## src/rtl/bar_dec_pkg.sv

```systemverilog
package bar_dec_pkg;
   localparam int ADDR_W = 32;
   localparam int CODE_W = 4;
   localparam int LOG2_W = 6;

   // Window size (log2 bytes) for a size code; 0 for the off code.
   function automatic logic [LOG2_W-1:0] code_to_log2(input logic [CODE_W-1:0] c);
      logic [LOG2_W-1:0] r;
      case (c)
         4'h0:    r = '0;
         4'hD:    r = 6'd16;
         4'hE:    r = 6'd15;
         4'hF:    r = 6'd14;
         default: r = 6'd32 - LOG2_W'(c);
      endcase
      return r;
   endfunction

   function automatic logic code_windowed(input logic [CODE_W-1:0] c);
      return (c >= 4'hD);
   endfunction
endpackage

```

## src/rtl/bar_slot.sv

```systemverilog
module bar_slot
   import bar_dec_pkg::*;
#(
   parameter bit IS_CODED   = 1'b1,
   parameter int FIXED_LOG2 = 12,
   parameter bit IS_IO      = 1'b0,
   parameter bit GATE_READ  = 1'b0
) (
   input  logic              clk,
   input  logic              rst_n,
   input  logic [CODE_W-1:0] code,
   input  logic              en,
   input  logic              allow_zero,
   input  logic              wr,
   input  logic [ADDR_W-1:0] wdata,
   input  logic [ADDR_W-1:0] addr,
   input  logic              is_io,
   output logic              match,
   output logic [ADDR_W-1:0] rdata,
   output logic [ADDR_W-1:0] mask,
   output logic              windowed
);
   logic [ADDR_W-1:0] base_q;
   logic [LOG2_W-1:0] sz;
   logic              active;
   logic              read_on;
   logic [ADDR_W-1:0] base_m;

   generate
      if (IS_CODED) begin : g_coded
         assign active   = (code != '0);
         assign sz       = code_to_log2(code);
         assign windowed = code_windowed(code);
         assign read_on  = active;
      end else begin : g_fixed
         if (FIXED_LOG2 < 2 || FIXED_LOG2 > 31) begin : g_bad
            $error("bar_slot: FIXED_LOG2 out of range");
         end
         assign active   = en;
         assign sz       = LOG2_W'(FIXED_LOG2);
         assign windowed = 1'b0;
         assign read_on  = GATE_READ ? en : 1'b1;
      end
   endgenerate

   assign mask   = {ADDR_W{1'b1}} << sz;
   assign base_m = base_q & mask;

   always_ff @(posedge clk or negedge rst_n) begin
      if (!rst_n) base_q <= '0;
      else if (wr) base_q <= wdata;
   end

   assign rdata = read_on ? base_m : '0;
   assign match = active && (is_io == IS_IO) &&
                  ((addr & mask) == base_m) &&
                  (allow_zero || (base_m != '0));

   // a write shows on the read side after the capturing edge
   a_r9_write_next: assert property (@(posedge clk) disable iff (!rst_n)
      wr |=> (!read_on || rdata == ($past(wdata) & mask)));
   // zero window never claims without permission
   a_r4_zero_base: assert property (@(posedge clk) disable iff (!rst_n)
      (match && !allow_zero) |-> ((addr & mask) != '0));
   // cycle type gate
   a_r6_cycle_type: assert property (@(posedge clk) disable iff (!rst_n)
      (is_io != IS_IO) |-> !match);
endmodule

```

## src/rtl/bar_prio_pick.sv

```systemverilog
module bar_prio_pick
   import bar_dec_pkg::*;
#(
   parameter int N = 6
) (
   input  logic                      clk,
   input  logic                      rst_n,
   input  logic [N-1:0]              match,
   input  logic [N-1:0][ADDR_W-1:0]  masks,
   input  logic [N-1:0]              win,
   input  logic [ADDR_W-1:0]         addr,
   output logic [N-1:0]              hit_vec,
   output logic                      hit_any,
   output logic [ADDR_W-1:0]         offset,
   output logic                      windowed
);
   always_comb begin
      hit_vec  = '0;
      offset   = '0;
      windowed = 1'b0;
      for (int i = N-1; i >= 0; i--) begin
         if (match[i]) begin
            hit_vec  = '0;
            hit_vec[i] = 1'b1;
            offset   = addr & ~masks[i];
            windowed = win[i];
         end
      end
   end
   assign hit_any = |hit_vec;

   // single claimant
   a_r8_onehot: assert property (@(posedge clk) disable iff (!rst_n)
      $onehot0(hit_vec));
   // lowest matching select wins
   a_r8_lowest: assert property (@(posedge clk) disable iff (!rst_n)
      match[0] |-> hit_vec[0]);
   // no claim, no offset
   a_r7_idle_offset: assert property (@(posedge clk) disable iff (!rst_n)
      !hit_any |-> (offset == '0 && !windowed));
endmodule

```

## src/rtl/bar_window_decoder.sv

```systemverilog
module bar_window_decoder
   import bar_dec_pkg::*;
#(
   parameter int NUM_CODED   = 4,
   parameter int IO_LOG2     = 8,
   parameter int REGMEM_LOG2 = 12,
   localparam int NBARS      = NUM_CODED + 2,
   localparam int SEL_W      = $clog2(NBARS)
) (
   input  logic                          clk,
   input  logic                          rst_n,
   input  logic                          cfg_allow_zero,
   input  logic                          cfg_io_en,
   input  logic                          cfg_regmem_en,
   input  logic [NUM_CODED*CODE_W-1:0]   cfg_code,
   input  logic                          cfg_wr_en,
   input  logic [SEL_W-1:0]              cfg_wr_sel,
   input  logic [ADDR_W-1:0]             cfg_wr_data,
   input  logic [SEL_W-1:0]              cfg_rd_sel,
   output logic [ADDR_W-1:0]             cfg_rd_data,
   input  logic [ADDR_W-1:0]             req_addr,
   input  logic                          req_is_io,
   output logic [NBARS-1:0]              hit_vec,
   output logic                          hit_any,
   output logic [ADDR_W-1:0]             hit_offset,
   output logic                          hit_windowed
);
   generate
      if (NUM_CODED < 1 || NUM_CODED > 13) begin : g_bad_n
         $error("bar_window_decoder: NUM_CODED out of range");
      end
   endgenerate

   logic [NBARS-1:0]             match;
   logic [NBARS-1:0]             win;
   logic [NBARS-1:0][ADDR_W-1:0] masks;
   logic [NBARS-1:0][ADDR_W-1:0] rdata;
   logic [NBARS-1:0]             wr;

   always_comb begin
      wr = '0;
      if (cfg_wr_en && (int'(cfg_wr_sel) < NBARS)) wr[cfg_wr_sel] = 1'b1;
   end

   bar_slot #(.IS_CODED(1'b0), .FIXED_LOG2(IO_LOG2), .IS_IO(1'b1), .GATE_READ(1'b1)) u_io (
      .clk(clk), .rst_n(rst_n), .code('0), .en(cfg_io_en), .allow_zero(cfg_allow_zero),
      .wr(wr[0]), .wdata(cfg_wr_data), .addr(req_addr), .is_io(req_is_io),
      .match(match[0]), .rdata(rdata[0]), .mask(masks[0]), .windowed(win[0]));

   bar_slot #(.IS_CODED(1'b0), .FIXED_LOG2(REGMEM_LOG2), .IS_IO(1'b0), .GATE_READ(1'b0)) u_regmem (
      .clk(clk), .rst_n(rst_n), .code('0), .en(cfg_regmem_en), .allow_zero(cfg_allow_zero),
      .wr(wr[1]), .wdata(cfg_wr_data), .addr(req_addr), .is_io(req_is_io),
      .match(match[1]), .rdata(rdata[1]), .mask(masks[1]), .windowed(win[1]));

   generate
      for (genvar k = 0; k < NUM_CODED; k++) begin : g_coded
         bar_slot #(.IS_CODED(1'b1), .FIXED_LOG2(12), .IS_IO(1'b0), .GATE_READ(1'b0)) u_slot (
            .clk(clk), .rst_n(rst_n), .code(cfg_code[k*CODE_W +: CODE_W]), .en(1'b0),
            .allow_zero(cfg_allow_zero), .wr(wr[k+2]), .wdata(cfg_wr_data),
            .addr(req_addr), .is_io(req_is_io), .match(match[k+2]),
            .rdata(rdata[k+2]), .mask(masks[k+2]), .windowed(win[k+2]));

         // switched-off register never claims
         a_r1_off_no_hit: assert property (@(posedge clk) disable iff (!rst_n)
            (cfg_code[k*CODE_W +: CODE_W] == '0) |-> !hit_vec[k+2]);
      end
   endgenerate

   assign cfg_rd_data = (int'(cfg_rd_sel) < NBARS) ? rdata[cfg_rd_sel] : '0;

   bar_prio_pick #(.N(NBARS)) u_pick (
      .clk(clk), .rst_n(rst_n), .match(match), .masks(masks), .win(win),
      .addr(req_addr), .hit_vec(hit_vec), .hit_any(hit_any),
      .offset(hit_offset), .windowed(hit_windowed));

   // register I/O BAR silent while its enable is clear
   a_r5_io_off: assert property (@(posedge clk) disable iff (!rst_n)
      !cfg_io_en |-> !hit_vec[0]);
   // register memory BAR silent while its enable is clear
   a_r6_regmem_off: assert property (@(posedge clk) disable iff (!rst_n)
      !cfg_regmem_en |-> !hit_vec[1]);
   // only a small coded window raises the windowing flag
   a_r3_flag_source: assert property (@(posedge clk) disable iff (!rst_n)
      hit_windowed |-> (hit_any && !hit_vec[0] && !hit_vec[1]));
endmodule

```

## config.mk

```make
export PLATFORM = sky130hd
export DESIGN_NAME = bar_window_decoder
export DESIGN_NICKNAME = d
export VERILOG_FILES = /design/src/rtl/bar_dec_pkg.sv /design/src/rtl/bar_slot.sv /design/src/rtl/bar_prio_pick.sv /design/src/rtl/bar_window_decoder.sv
export SDC_FILE = /design/constraint.sdc
export NUM_CORES = 1
export LEC_CHECK = 0
export BUFFER_PORTS_ARGS = -buffer_cell sky130_fd_sc_hd__buf_2
export CORE_ASPECT_RATIO = 1.25
export CORE_MARGIN = 2
export CORE_UTILIZATION = 38
export CTS_CLUSTER_DIAMETER = 120
export DETAILED_ROUTE_END_ITERATION = 12
export GPL_ROUTABILITY_DRIVEN = 1
export GPL_TIMING_DRIVEN = 0
export HOLD_SLACK_MARGIN = 0.08
export PLACE_DENSITY = 0.65
export SYNTH_ARGS = -nofsm -noshare
export SYNTH_HDL_FRONTEND = slang
export SYNTH_SLANG_ARGS = --single-unit
export TNS_END_PERCENT = 100
```

## constraint.sdc

```tcl
create_clock -name clk -period 7.5 [get_ports clk]
set_input_delay 1.125 -clock clk [delete_from_list [all_inputs] [get_ports clk]]
set_output_delay 1.125 -clock clk [all_outputs]
set_load 0.02 [all_outputs]
```

Yosys cells after proc, flatten, opt, wreduce, memory -nomap -nowiden
Cells that the tools add are included.
{"block": "totals", "reg_bits": 192, "word_cells": 132}
{"block": "op_classes", "shifts": 4, "eq_ne": 18, "bitwise": 17, "addsub": 4, "order_cmp": 9, "mux": 33, "reduce_logical": 41}
{"operator": "$mux 32", "count": 13}
{"operator": "$and 32x32->32", "count": 12}
{"operator": "$reduce_bool 32->1", "count": 6}
{"operator": "$eq 32x32->1", "count": 4}
{"operator": "$not 32->32", "count": 4}
{"operator": "$shl 32x6->32 const A", "count": 4}
{"operator": "$bmux 32 s3", "count": 1}
{"operator": "$pmux 6 s4", "count": 4}
{"operator": "$eq 4x4->1 const B", "count": 12}
{"operator": "$mux 6", "count": 7}
{"operator": "$eq 24x24->1", "count": 1}
{"operator": "$sub 6x4->6 const A", "count": 4}
{"operator": "$eq 20x20->1", "count": 1}
{"operator": "$logic_and 1x1->1", "count": 20}
{"operator": "$ge 4x4->1 const B", "count": 4}
{"operator": "$logic_not 4->1", "count": 4}
{"operator": "$reduce_bool 4->1", "count": 4}
{"operator": "$lt 3x4->1 const B", "count": 2}
{"operator": "$mux 1", "count": 7}
{"operator": "$logic_or 1x1->1", "count": 6}
{"operator": "$lt 3x3->1 const B", "count": 2}
{"operator": "$reduce_or 6->1", "count": 1}
{"operator": "$demux 1 s3", "count": 1}
{"operator": "$ge 3x1->1 const B", "count": 1}
{"operator": "$not 1->1", "count": 1}

Longest topological paths before layout
Gate-level depths: netlist (run 1).
{"block": "depth", "word_depth": 14, "mapped_depth": 16, "mapped_depth_nobuf": 12}

Modules after synthesis
Synthesis (run 1) repeated with hierarchy kept, for this count alone.
{"block": "unflattened", "hier_cells": 1926, "area_unflattened_um2": 16846.2}
{"module": "bar_slot (g_coded[0].u_slot ...)", "area_each_um2": 2476.1, "seq_area_each_um2": 800.8, "instances": 4, "cells_each": 268}
{"module": "bar_prio_pick", "area_each_um2": 2097.0, "seq_area_each_um2": 0.0, "instances": 1, "cells_each": 373}
{"module": "bar_window_decoder", "area_each_um2": 1796.7, "seq_area_each_um2": 0.0, "instances": 1, "cells_each": 193}
{"module": "bar_slot (u_io)", "area_each_um2": 1687.9, "seq_area_each_um2": 600.6, "instances": 1, "cells_each": 164}
{"module": "bar_slot (u_regmem)", "area_each_um2": 1360.1, "seq_area_each_um2": 500.5, "instances": 1, "cells_each": 124}

Worst setup path after synthesis (run 1)
OpenSTA, ideal clock, no wires.
{"block": "synth_path", "kind": "in2out", "startpoint": "input cfg_code[4]", "endpoint": "output hit_offset[22]", "path_slack_ps": 2038, "arrival_time_ps": 4337, "path_buffers": 3, "path_stages": 14, "required_ps": 6375, "path_cell_list": "buf_6 inv_1 ha_1 buf_4 or4b_1 a32oi_1 a21boi_1 o2111ai_1 or4_1 o211ai_2 buf_4 nand2b_1 o22ai_1 nor3_1"}
{"block": "synth_via", "elab_chain_len": 11}
{"element": "start: declaration", "line_no": "bar_window_decoder.sv:15", "text": "input logic [NUM_CODED*CODE_W-1:0] cfg_code,"}
{"element": "$sub 6x4->6, or another cell as far along", "line_no": "bar_dec_pkg.sv:14", "text": "default: r = 6'd32 - LOG2_W'(c);"}
{"element": "$pmux 6 s4", "line_no": "bar_dec_pkg.sv:9", "text": "case (c)"}
{"element": "$shl 32x6->32", "line_no": "bar_slot.sv:46", "text": "assign mask = {ADDR_W{1'b1}} << sz;"}
{"element": "$and 32x32->32, on equally long branches", "line_no": "bar_slot.sv:56, bar_slot.sv:47"}
{"element": "$eq 32x32->1 / $reduce_bool 32->1 (equally long branches)", "line_no": "bar_slot.sv:56, bar_slot.sv:57"}
{"element": "$logic_and 1x1->1 / $logic_or 1x1->1 (equally long branches)", "line_no": "bar_slot.sv:55, bar_slot.sv:57"}
{"element": "$logic_and 1x1->1", "line_no": "bar_slot.sv:56", "text": "((addr & mask) == base_m) &&"}
{"element": "$mux 32 * (4 in a row)", "line_no": "bar_prio_pick.sv:22", "text": "if (match[i]) begin"}
{"element": "end: declaration", "line_no": "bar_window_decoder.sv:25", "text": "output logic [ADDR_W-1:0] hit_offset,"}
Every way passes the cells marked *; elsewhere a longest branch is shown, timed or not.

Worst setup path in the final report (run 1)
{"block": "layout_path", "startpoint": "input cfg_code[12]", "endpoint": "output hit_offset[22]"}
{"block": "layout_via", "elab_chain_len": 13}
{"element": "$sub 6x4->6, or another cell as far along", "line_no": "bar_dec_pkg.sv:14"}
{"element": "$pmux 6 s4", "line_no": "bar_dec_pkg.sv:9"}
{"element": "$shl 32x6->32", "line_no": "bar_slot.sv:46"}
{"element": "$and 32x32->32, on equally long branches", "line_no": "bar_slot.sv:56, bar_slot.sv:47"}
{"element": "$eq 32x32->1 / $reduce_bool 32->1 (equally long branches)", "line_no": "bar_slot.sv:56, bar_slot.sv:57"}
{"element": "$logic_and 1x1->1 / $logic_or 1x1->1 (equally long branches)", "line_no": "bar_slot.sv:55, bar_slot.sv:57"}
{"element": "$logic_and 1x1->1", "line_no": "bar_slot.sv:56"}
{"element": "$mux 32 * (6 in a row)", "line_no": "bar_prio_pick.sv:22"}
Marks and branches as above.

==> impl_summary.log, run 1 <==
INFO  metric endpoint = hit_offset[22]
INFO  metric boundaryPins = 165
INFO  metric grt_pass1_wl = between 80000 and 90000 um
INFO  metric io_buffers = ~130
INFO  metric timing.hold.ws = 498 ps
INFO  metric worst-setup-path-type = input port to primary output
INFO  metric top_area_cell_type_share_of_the_netlist_area = roughly a third
INFO  metric globalplace.congestion = 1.09
INFO  metric finClkSkew = 0 ps
INFO  metric max-cap-violations = 0
INFO  metric layout_worst_path_cycle_share = 96.9%
INFO  metric ctsRootBufferMaster = sky130_fd_sc_hd__clkbuf_16
INFO  metric drcViolationCount = 0
INFO  metric detail_route.iter0.violations = 1333
INFO  metric yosysUniqueCellTypes = around 110
INFO  metric power_report.internal_total = 0.00211 W
INFO  metric relSlewSlack = 3.40%
INFO  metric async_flop_share = 100%
INFO  metric hold_path.class = flop to flop
INFO  metric synth.cell_area = roughly 0.013 mm^2
INFO  metric final_hold_viol_count = 0
INFO  metric fmax = around 140 MHz
INFO  metric pwr_density_cell = around 220 mW/mm^2
INFO  metric detailedRoute.firstPassIterationCount = 6
INFO  metric static-leakage-power = 6.39 nW
INFO  metric beginning_of_the_critical_path = cfg_code[12]
INFO  metric ctsResizeCount = 0
INFO  metric final-max-slew-violation-count = 0
INFO  metric route.final.wire_length = 61000 um
INFO  metric die_w = between 150 and 200 um
INFO  metric cp_max_fo = 10
INFO  metric run_status = finished, final reports clean
INFO  metric edff_count_synth = 0
INFO  metric design.final.nets = approximately 1.7k
INFO  metric critPathArrivalTime = around 6100 ps
INFO  metric floorplan.core_area = 0.0345 mm^2
INFO  metric cts-hold-fix-buffers = 0
INFO  metric comb_power_share = 31.6%
INFO  metric first_global_vias = 13.2k
INFO  metric total_negative_setup_slack = 0 ps
INFO  metric r2r-end = g_coded[2].u_slot.base_q[27]
INFO  metric max_slew.worst_pin.slew = 1440 ps
INFO  metric cts_inserted_buffers = 17
INFO  metric fill_cells = 3477
INFO  metric tot_gr_track_use = roughly 33%
INFO  metric drtAntennaViolNets = 0
INFO  metric overflow = 0
INFO  metric worstSetupStartpointType = input port
INFO  metric detailedPlacementHpwl = 46500 um
INFO  metric yosys_most_used_dff = sky130_fd_sc_hd__dfrtp_1
INFO  metric avgSynthCellArea = 9.16 um^2
INFO  metric netlist_top_cells_area = sky130_fd_sc_hd__dfrtp_1 32%, sky130_fd_sc_hd__mux2_2 14%, sky130_fd_sc_hd__xor2_1 5.4%
INFO  metric post-synth-top-area-cell = sky130_fd_sc_hd__dfrtp_1
INFO  metric diodes = 0
INFO  metric antenna_found_initial = 4
INFO  metric synth.yosys.seq_area_share = 32.3%
INFO  metric grt_start_max_net_pins = 95
INFO  metric clk_pin_slew_worst_paths = 70 ps
INFO  metric finalSetupViolations = 0
INFO  metric ff2ff_path_depth = 1
INFO  metric postSynthCellCount = 1454
INFO  metric regToRegSetupSlack = 6580 ps
INFO  metric vdd.ir_drop.worst = 0.208 mV
INFO  metric site_rows = 76
INFO  metric die-height = 213 um
INFO  metric required_time_of_the_critical_path = 6380 ps
INFO  metric final_layout_size_suffix_gt1_share = 26.3%
INFO  metric die_area = 0.0366 mm^2
INFO  metric fraction_of_power_consumed_by_the_clock_network = 27.8%
INFO  metric worst_skew_pair_latency = 440 ps
INFO  metric clock_sink_count = 172
INFO  metric max-clock-path-buffers = 2
INFO  metric critical_path.endpoint_type = primary output
INFO  metric setup_repair_after_global_routing_missed_its_margin = no
INFO  metric via_per_inst = 6.47
INFO  metric post-synth-top-count-cell = sky130_fd_sc_hd__dfrtp_1
INFO  metric synthToLayoutAreaGrowth = 14.6%
INFO  metric routed_wire_length_per_instance = around 29 um
INFO  metric fin_crit = 7260 ps
INFO  metric clock_tree_from_tritoncts = built
INFO  metric p_sw = 0.00128 W
INFO  metric seq_power_share = 40.6%
INFO  metric vias = ~14k
INFO  metric yosys-top-cells-count = 172 x sky130_fd_sc_hd__dfrtp_1, 168 x sky130_fd_sc_hd__mux2_2, 108 x sky130_fd_sc_hd__nand2_1, 97 x sky130_fd_sc_hd__o21ai_0, 82 x sky130_fd_sc_hd__xor2_1
INFO  metric sw_frac_of_total = 37.8%
INFO  metric r2r_start = g_coded[2].u_slot.base_q[27]
INFO  metric ys_warn_count = 0
INFO  metric ys_ff_latch = 172
INFO  metric detailed_place.area = 0.0146 mm^2
INFO  metric cts-htree-levels = 4
INFO  metric final_design_area_no_fill = 0.0153 mm^2
INFO  metric initial_utilization = roughly two fifths
INFO  metric post-cts-setup-buffers = 0
==> power groups by stage <==
| stage | Combinational [W] | Clock (W) | Sequential, W |
|---|---|---|---|
| finish | 0.00107 | 0.000943 | 0.00137 |
| global route | 0.00114 | 0.000986 | 0.00139 |
| CTS | 0.00104 | 0.000950 | 0.00136 |
| detailed placement | 0.00104 | 0 | 0.00138 |
| global placement | 0.00102 | 0 | 0.00137 |
| floorplan | 0.000713 | 0 | 0.00129 |
==> layout by cell type, fill, tap and decap left out, types with 19 or more instances in the layout <==
master / instances
sky130_fd_sc_hd__o21a_1: 19
sky130_fd_sc_hd__o211ai_1: 27
sky130_fd_sc_hd__a21oi_1: 46
sky130_fd_sc_hd__mux2_2: 168
sky130_fd_sc_hd__o21ai_0: 97
sky130_fd_sc_hd__a31oi_1: 25
sky130_fd_sc_hd__nand3_1: 35
sky130_fd_sc_hd__nor2_1: 66
sky130_fd_sc_hd__xnor2_1: 27
sky130_fd_sc_hd__nor4_1: 35
sky130_fd_sc_hd__o22ai_1: 39
sky130_fd_sc_hd__dfrtp_1: 172
sky130_fd_sc_hd__xor2_1: 82
sky130_fd_sc_hd__nand2_1: 108
sky130_fd_sc_hd__clkbuf_1: 67
sky130_fd_sc_hd__nor3_1: 24
sky130_fd_sc_hd__inv_1: 30
sky130_fd_sc_hd__buf_2: 156
==> registers in the layout, summed over array words and instances (netlist names) <==
signal / flops
u_regmem.base_q: 20
g_coded.u_slot.base_q: 128
u_io.base_q: 24
==> cell families (layout without fill, tap and decap cells) <==
group	after synthesis	after routing	share of synthesized area [%]
compound gates	409	409	21.8
buf+inv	143	310	4.79
other cells	1	8	0.0282
xor+xnor	109	109	7.17
flops	172	172	32.3
mux	171	171	14.4
fa+ha+maj	16	16	1.50
simple gates	433	433	17.9
==> area by class of cell <==
type | instances | area [um^2] | area share (%)
clock buffers | 20 | 467 | 3.06
multi-input cells | 1146 | 8410 | 55.1
plain buffers | 112 | 522 | 3.42
clock inverters | 12 | 155 | 1.02
repair buffers | 135 | 711 | 4.65
inverters | 31 | 116 | 0.762
well taps | 468 | 586 | 3.83
flip-flops and latches | 172 | 4300 | 28.2
==> metal layers <==
metal | up-vias | GRT usage (%) | wire length (um)
met5 | - | 0 | 56
met4 | 8 | 25.2 | 5500
met3 | 259 | 7.45 | 5600
met2 | 886 | 51.9 | 27000
met1 | 6629 | 40.1 | 22900
li1 | 5778 | - | -
==> stage by stage <==
stage                     utilization, %  setup slack [ps]  std cells  power (W)
after CTS                           44.2               524       2096    0.00335
final                               44.2               235       2096    0.00339
after global routing                44.2              56.0       2096    0.00352
after detailed placement            42.4               537       2064    0.00242
after floorplan                        -              2040       1461    0.00200
after global placement              42.3               491       2062    0.00240
==> how the worst min path moves through the flow <==
| stage | cells after the start | end | startpoint | slack [ps] |
|---|---|---|---|---|
| after floorplan | 1 | g_coded[3].u_slot.base_q[10] | g_coded[3].u_slot.base_q[10] | 470 |
| after global placement | 1 | g_coded[3].u_slot.base_q[6] | g_coded[3].u_slot.base_q[6] | 480 |
| after detailed placement | 1 | g_coded[3].u_slot.base_q[1] | g_coded[3].u_slot.base_q[1] | 490 |
| after CTS | 1 | g_coded[3].u_slot.base_q[7] | g_coded[3].u_slot.base_q[7] | 500 |
| after global routing | 1 | g_coded[3].u_slot.base_q[7] | g_coded[3].u_slot.base_q[7] | 510 |
| final | 1 | g_coded[3].u_slot.base_q[7] | g_coded[3].u_slot.base_q[7] | 500 |
==> critical path, stage by stage <==
cell and delay (ps):
sky130_fd_sc_hd__buf_2 180, sky130_fd_sc_hd__inv_1 90, sky130_fd_sc_hd__ha_1 230, sky130_fd_sc_hd__or3b_2 200, sky130_fd_sc_hd__clkbuf_1 390, sky130_fd_sc_hd__o21ai_2 230, sky130_fd_sc_hd__a211oi_1 780, sky130_fd_sc_hd__o22ai_1 230
sky130_fd_sc_hd__a2111oi_0 410, sky130_fd_sc_hd__nand2_1 250, sky130_fd_sc_hd__nor2_1 650, sky130_fd_sc_hd__nand2_1 300, sky130_fd_sc_hd__o221a_2 350, sky130_fd_sc_hd__nor3_1 450, sky130_fd_sc_hd__buf_2 260
No activity file was read; power rests on OpenSTA's default activity.
==> inputs of run 2 (changes only) <==
--- a/config.mk
+++ b/config.mk
@@ -8,13 +8,13 @@
 export BUFFER_PORTS_ARGS = -buffer_cell sky130_fd_sc_hd__buf_2
 export CORE_ASPECT_RATIO = 1.25
 export CORE_MARGIN = 2
-export CORE_UTILIZATION = 38
+export CORE_UTILIZATION = 64
 export CTS_CLUSTER_DIAMETER = 120
 export DETAILED_ROUTE_END_ITERATION = 12
 export GPL_ROUTABILITY_DRIVEN = 1
 export GPL_TIMING_DRIVEN = 0
 export HOLD_SLACK_MARGIN = 0.08
-export PLACE_DENSITY = 0.65
+export PLACE_DENSITY = 0.95
 export SYNTH_ARGS = -nofsm -noshare
 export SYNTH_HDL_FRONTEND = slang
 export SYNTH_SLANG_ARGS = --single-unit
==> run 2 against run 1 <==
  * Clock skew unchanged
  * Non-clock buffer count fell by 1
  * Total power is 1.6% higher
  * Highest routed layer unchanged
  * Maximum frequency down 1.5%
  * Routed wire length is 0.19% lower
  * Clock power fell by 0.4%
  * Worst setup slack got worse by 110 ps
  * Final cell count fell by 9.1%
==> impl_summary.log, run 2 (synthesis gave the netlist of run 1 again) <==
INFO  metric synthToLayoutAreaGrowth = 12.7%
INFO  metric detail_route.iter0.violations = 2423
INFO  metric max-cap-violations = 0
INFO  metric finClkSkew = 0 ps
INFO  metric largest-register = g_coded.u_slot.base_q
INFO  metric clock_sink_count = 172
INFO  metric post-cts-setup-buffers = 0
INFO  metric timing.hold.ws = just over 500 ps
INFO  metric cp_max_fo = 10
INFO  metric io_buffers = 133
INFO  metric first_global_vias = around 14k
INFO  metric total_negative_setup_slack = 0 ps
INFO  metric floorplan.core_area = between 0.02 and 0.025 mm^2
INFO  metric boundaryPins = 165
INFO  metric routed_wire_length_per_instance = 32.0 um
INFO  metric design.final.nets = 1723
INFO  metric drcViolationCount = 0
INFO  metric fraction_of_power_consumed_by_the_clock_network = 27.3%
INFO  metric detailedRoute.firstPassIterationCount = 9
INFO  metric cell_type_group_with_the_largest_total_delay_on_the_critical_path = compound AO/OA/AOI/OAI gates
INFO  metric timing.critical_path.mode_cell = sky130_fd_sc_hd__buf_2
INFO  metric clk_pin_slew_worst_paths = about 70 ps
INFO  metric cp_num_buf_inv = 5
INFO  metric p_sw = 0.00138 W
INFO  metric die_w = ~130 um
INFO  metric fill_cells = around 1.5k
INFO  metric overflow = 0
INFO  metric vias = between 10k and 15k
INFO  metric ctsRootBufferMaster = sky130_fd_sc_hd__clkbuf_16
INFO  metric finalSetupViolations = 0
INFO  metric multi_input_area = 0.00841 mm^2
INFO  metric instances_no_fill = between 1.5k and 2k
INFO  metric ctsResizeCount = 0
INFO  metric drtAntennaViolNets = 0
INFO  metric cts-htree-levels = 4
INFO  metric layout_worst_path_cycle_share = 98.4%
INFO  metric largest_register_ff_count = 128
INFO  metric via_per_inst = about 7.6
INFO  metric final-max-slew-violation-count = 0
INFO  metric globalplace.congestion = about 1.2
INFO  metric sw_frac_of_total = 40.0%
INFO  metric required_time_of_the_critical_path = between 6000 and 7000 ps
INFO  metric clock_tree_from_tritoncts = built
INFO  metric grt_start_max_net_pins = 133
INFO  metric hold_path.class = flop to flop
INFO  metric power_report.internal_total = 0.00207 W
INFO  metric worst_skew_pair_latency = 450 ps
INFO  metric grt_pass1_wl = 88000 um
INFO  metric route.final.wire_length = about 61000 um
INFO  metric mostFrequentLayoutCells = 172 x sky130_fd_sc_hd__dfrtp_1, 168 x sky130_fd_sc_hd__mux2_2, 156 x sky130_fd_sc_hd__buf_2
INFO  metric critical_path.endpoint_type = primary output
INFO  metric placedCellCount = 1869
INFO  metric initial_utilization = between 60% and 70%
INFO  metric cts_inserted_buffers = 17
INFO  metric comb_power_share = around a third
INFO  metric cts-hold-fix-buffers = 0
INFO  metric setup_repair_after_global_routing_missed_its_margin = no
INFO  metric pwr_density_cell = 229 mW/mm^2
INFO  metric cp_cell_sequence = buf_2 > inv_1 > ha_1 > or3b_2 > clkbuf_1 > o21ai_2 > a211oi_1 > o22ai_1 > a2111oi_0 > nand2_1 > nor2_1 > buf_2 > nand4_1 > a21oi_1 > o21a_1 > buf_2
INFO  metric antenna_found_initial = 8
INFO  metric tot_gr_track_use = a little under three fifths
INFO  metric fmax = 136 MHz
INFO  metric run_status = finished, final reports clean
INFO  metric relSlewSlack = 11.1%
INFO  metric reg_top3 = g_coded.u_slot.base_q x128, u_io.base_q x24, u_regmem.base_q x20
INFO  metric final_hold_viol_count = 0
INFO  metric site_rows = 59
INFO  metric fin_crit = 7380 ps
INFO  metric final_layout_size_suffix_gt1_share = 26.2%
INFO  metric seq_area = 0.00430 mm^2
INFO  metric die_area = 0.0220 mm^2
INFO  metric static-leakage-power = 6.37 nW
INFO  metric max-clock-path-buffers = 2
INFO  metric seq_power_share = between 40% and 50%
INFO  metric max_slew.worst_pin.slew = 1320 ps
INFO  metric worst-setup-path-type = input port to primary output
INFO  metric detailedPlacementHpwl = 42900 um
INFO  metric critPathArrivalTime = 6250 ps
INFO  metric slowest_stage_delay_cp = 860 ps
INFO  metric die-height = ~170 um
INFO  metric timing.critical_path.slowest_stage_cell = sky130_fd_sc_hd__a211oi_1
INFO  metric vdd.ir_drop.worst = roughly 0.23 mV
INFO  metric layout.cells.most_common = sky130_fd_sc_hd__dfrtp_1
INFO  metric worstSetupStartpointType = input port
==> run 2: cell type report <==
type	count	share of cell area, %
Timing Repair Buffer	134	4.68
Clock buffer	18	2.92
Inverter	31	0.775
Clock inverter	14	1.12
Antenna cell	4	0.0667
Tap cell	274	2.28
Multi-Input combinational cell	1146	56.0
Sequential cell	172	28.7
Buffer	112	3.47
==> run 2: power groups by stage <==
stage	Clock [W]	Sequential, W	Combinational [W]
floorplan	0	0.00129	0.000713
global placement	0	0.00136	0.000997
detailed placement	0	0.00138	0.00102
CTS	0.000929	0.00137	0.00104
global route	0.000963	0.00140	0.00115
finish	0.000939	0.00140	0.00111
==> run 2: metal layers <==
| layer | part of all wire, % | wire length [um] | global-route usage [%] |
|---|---|---|---|
| met3 | 15 | 8980 | 23.2 |
| met2 | 41 | 24800 | 79.7 |
| met5 | 0.094 | 57 | 0.694 |
| met1 | 33 | 19800 | 61.7 |
| met4 | 12 | 7250 | 50.4 |
==> run 2: worst paths after layout <==
path	slack (ps)	startpoint	depth (start not counted)	endpoint
max in group asynchronous	5990	rst_n	2	g_coded[2].u_slot.base_q[27]
worst max register to register	6560	g_coded[2].u_slot.base_q[27]	1	g_coded[2].u_slot.base_q[27]
worst max-delay path	120	cfg_code[12]	16	hit_offset[27]
worst min register to register	510	g_coded[3].u_slot.base_q[6]	1	g_coded[3].u_slot.base_q[6]
min in group asynchronous	550	rst_n	1	g_coded[0].u_slot.base_q[12]
worst min-delay path	510	g_coded[3].u_slot.base_q[6]	1	g_coded[3].u_slot.base_q[6]
==> run 2: through the flow <==
step | total power [W] | setup slack [ps] | util (%) | area (um^2)
floorplan | 0.00200 | 2040 | - | 13300
global placement | 0.00236 | 607 | 69.7 | 14400
detailed placement | 0.00240 | 619 | 69.9 | 14400
CTS | 0.00335 | 543 | 72.9 | 15000
global route | 0.00352 | 41.1 | 72.9 | 15000
finish | 0.00344 | 121 | 72.9 | 15000
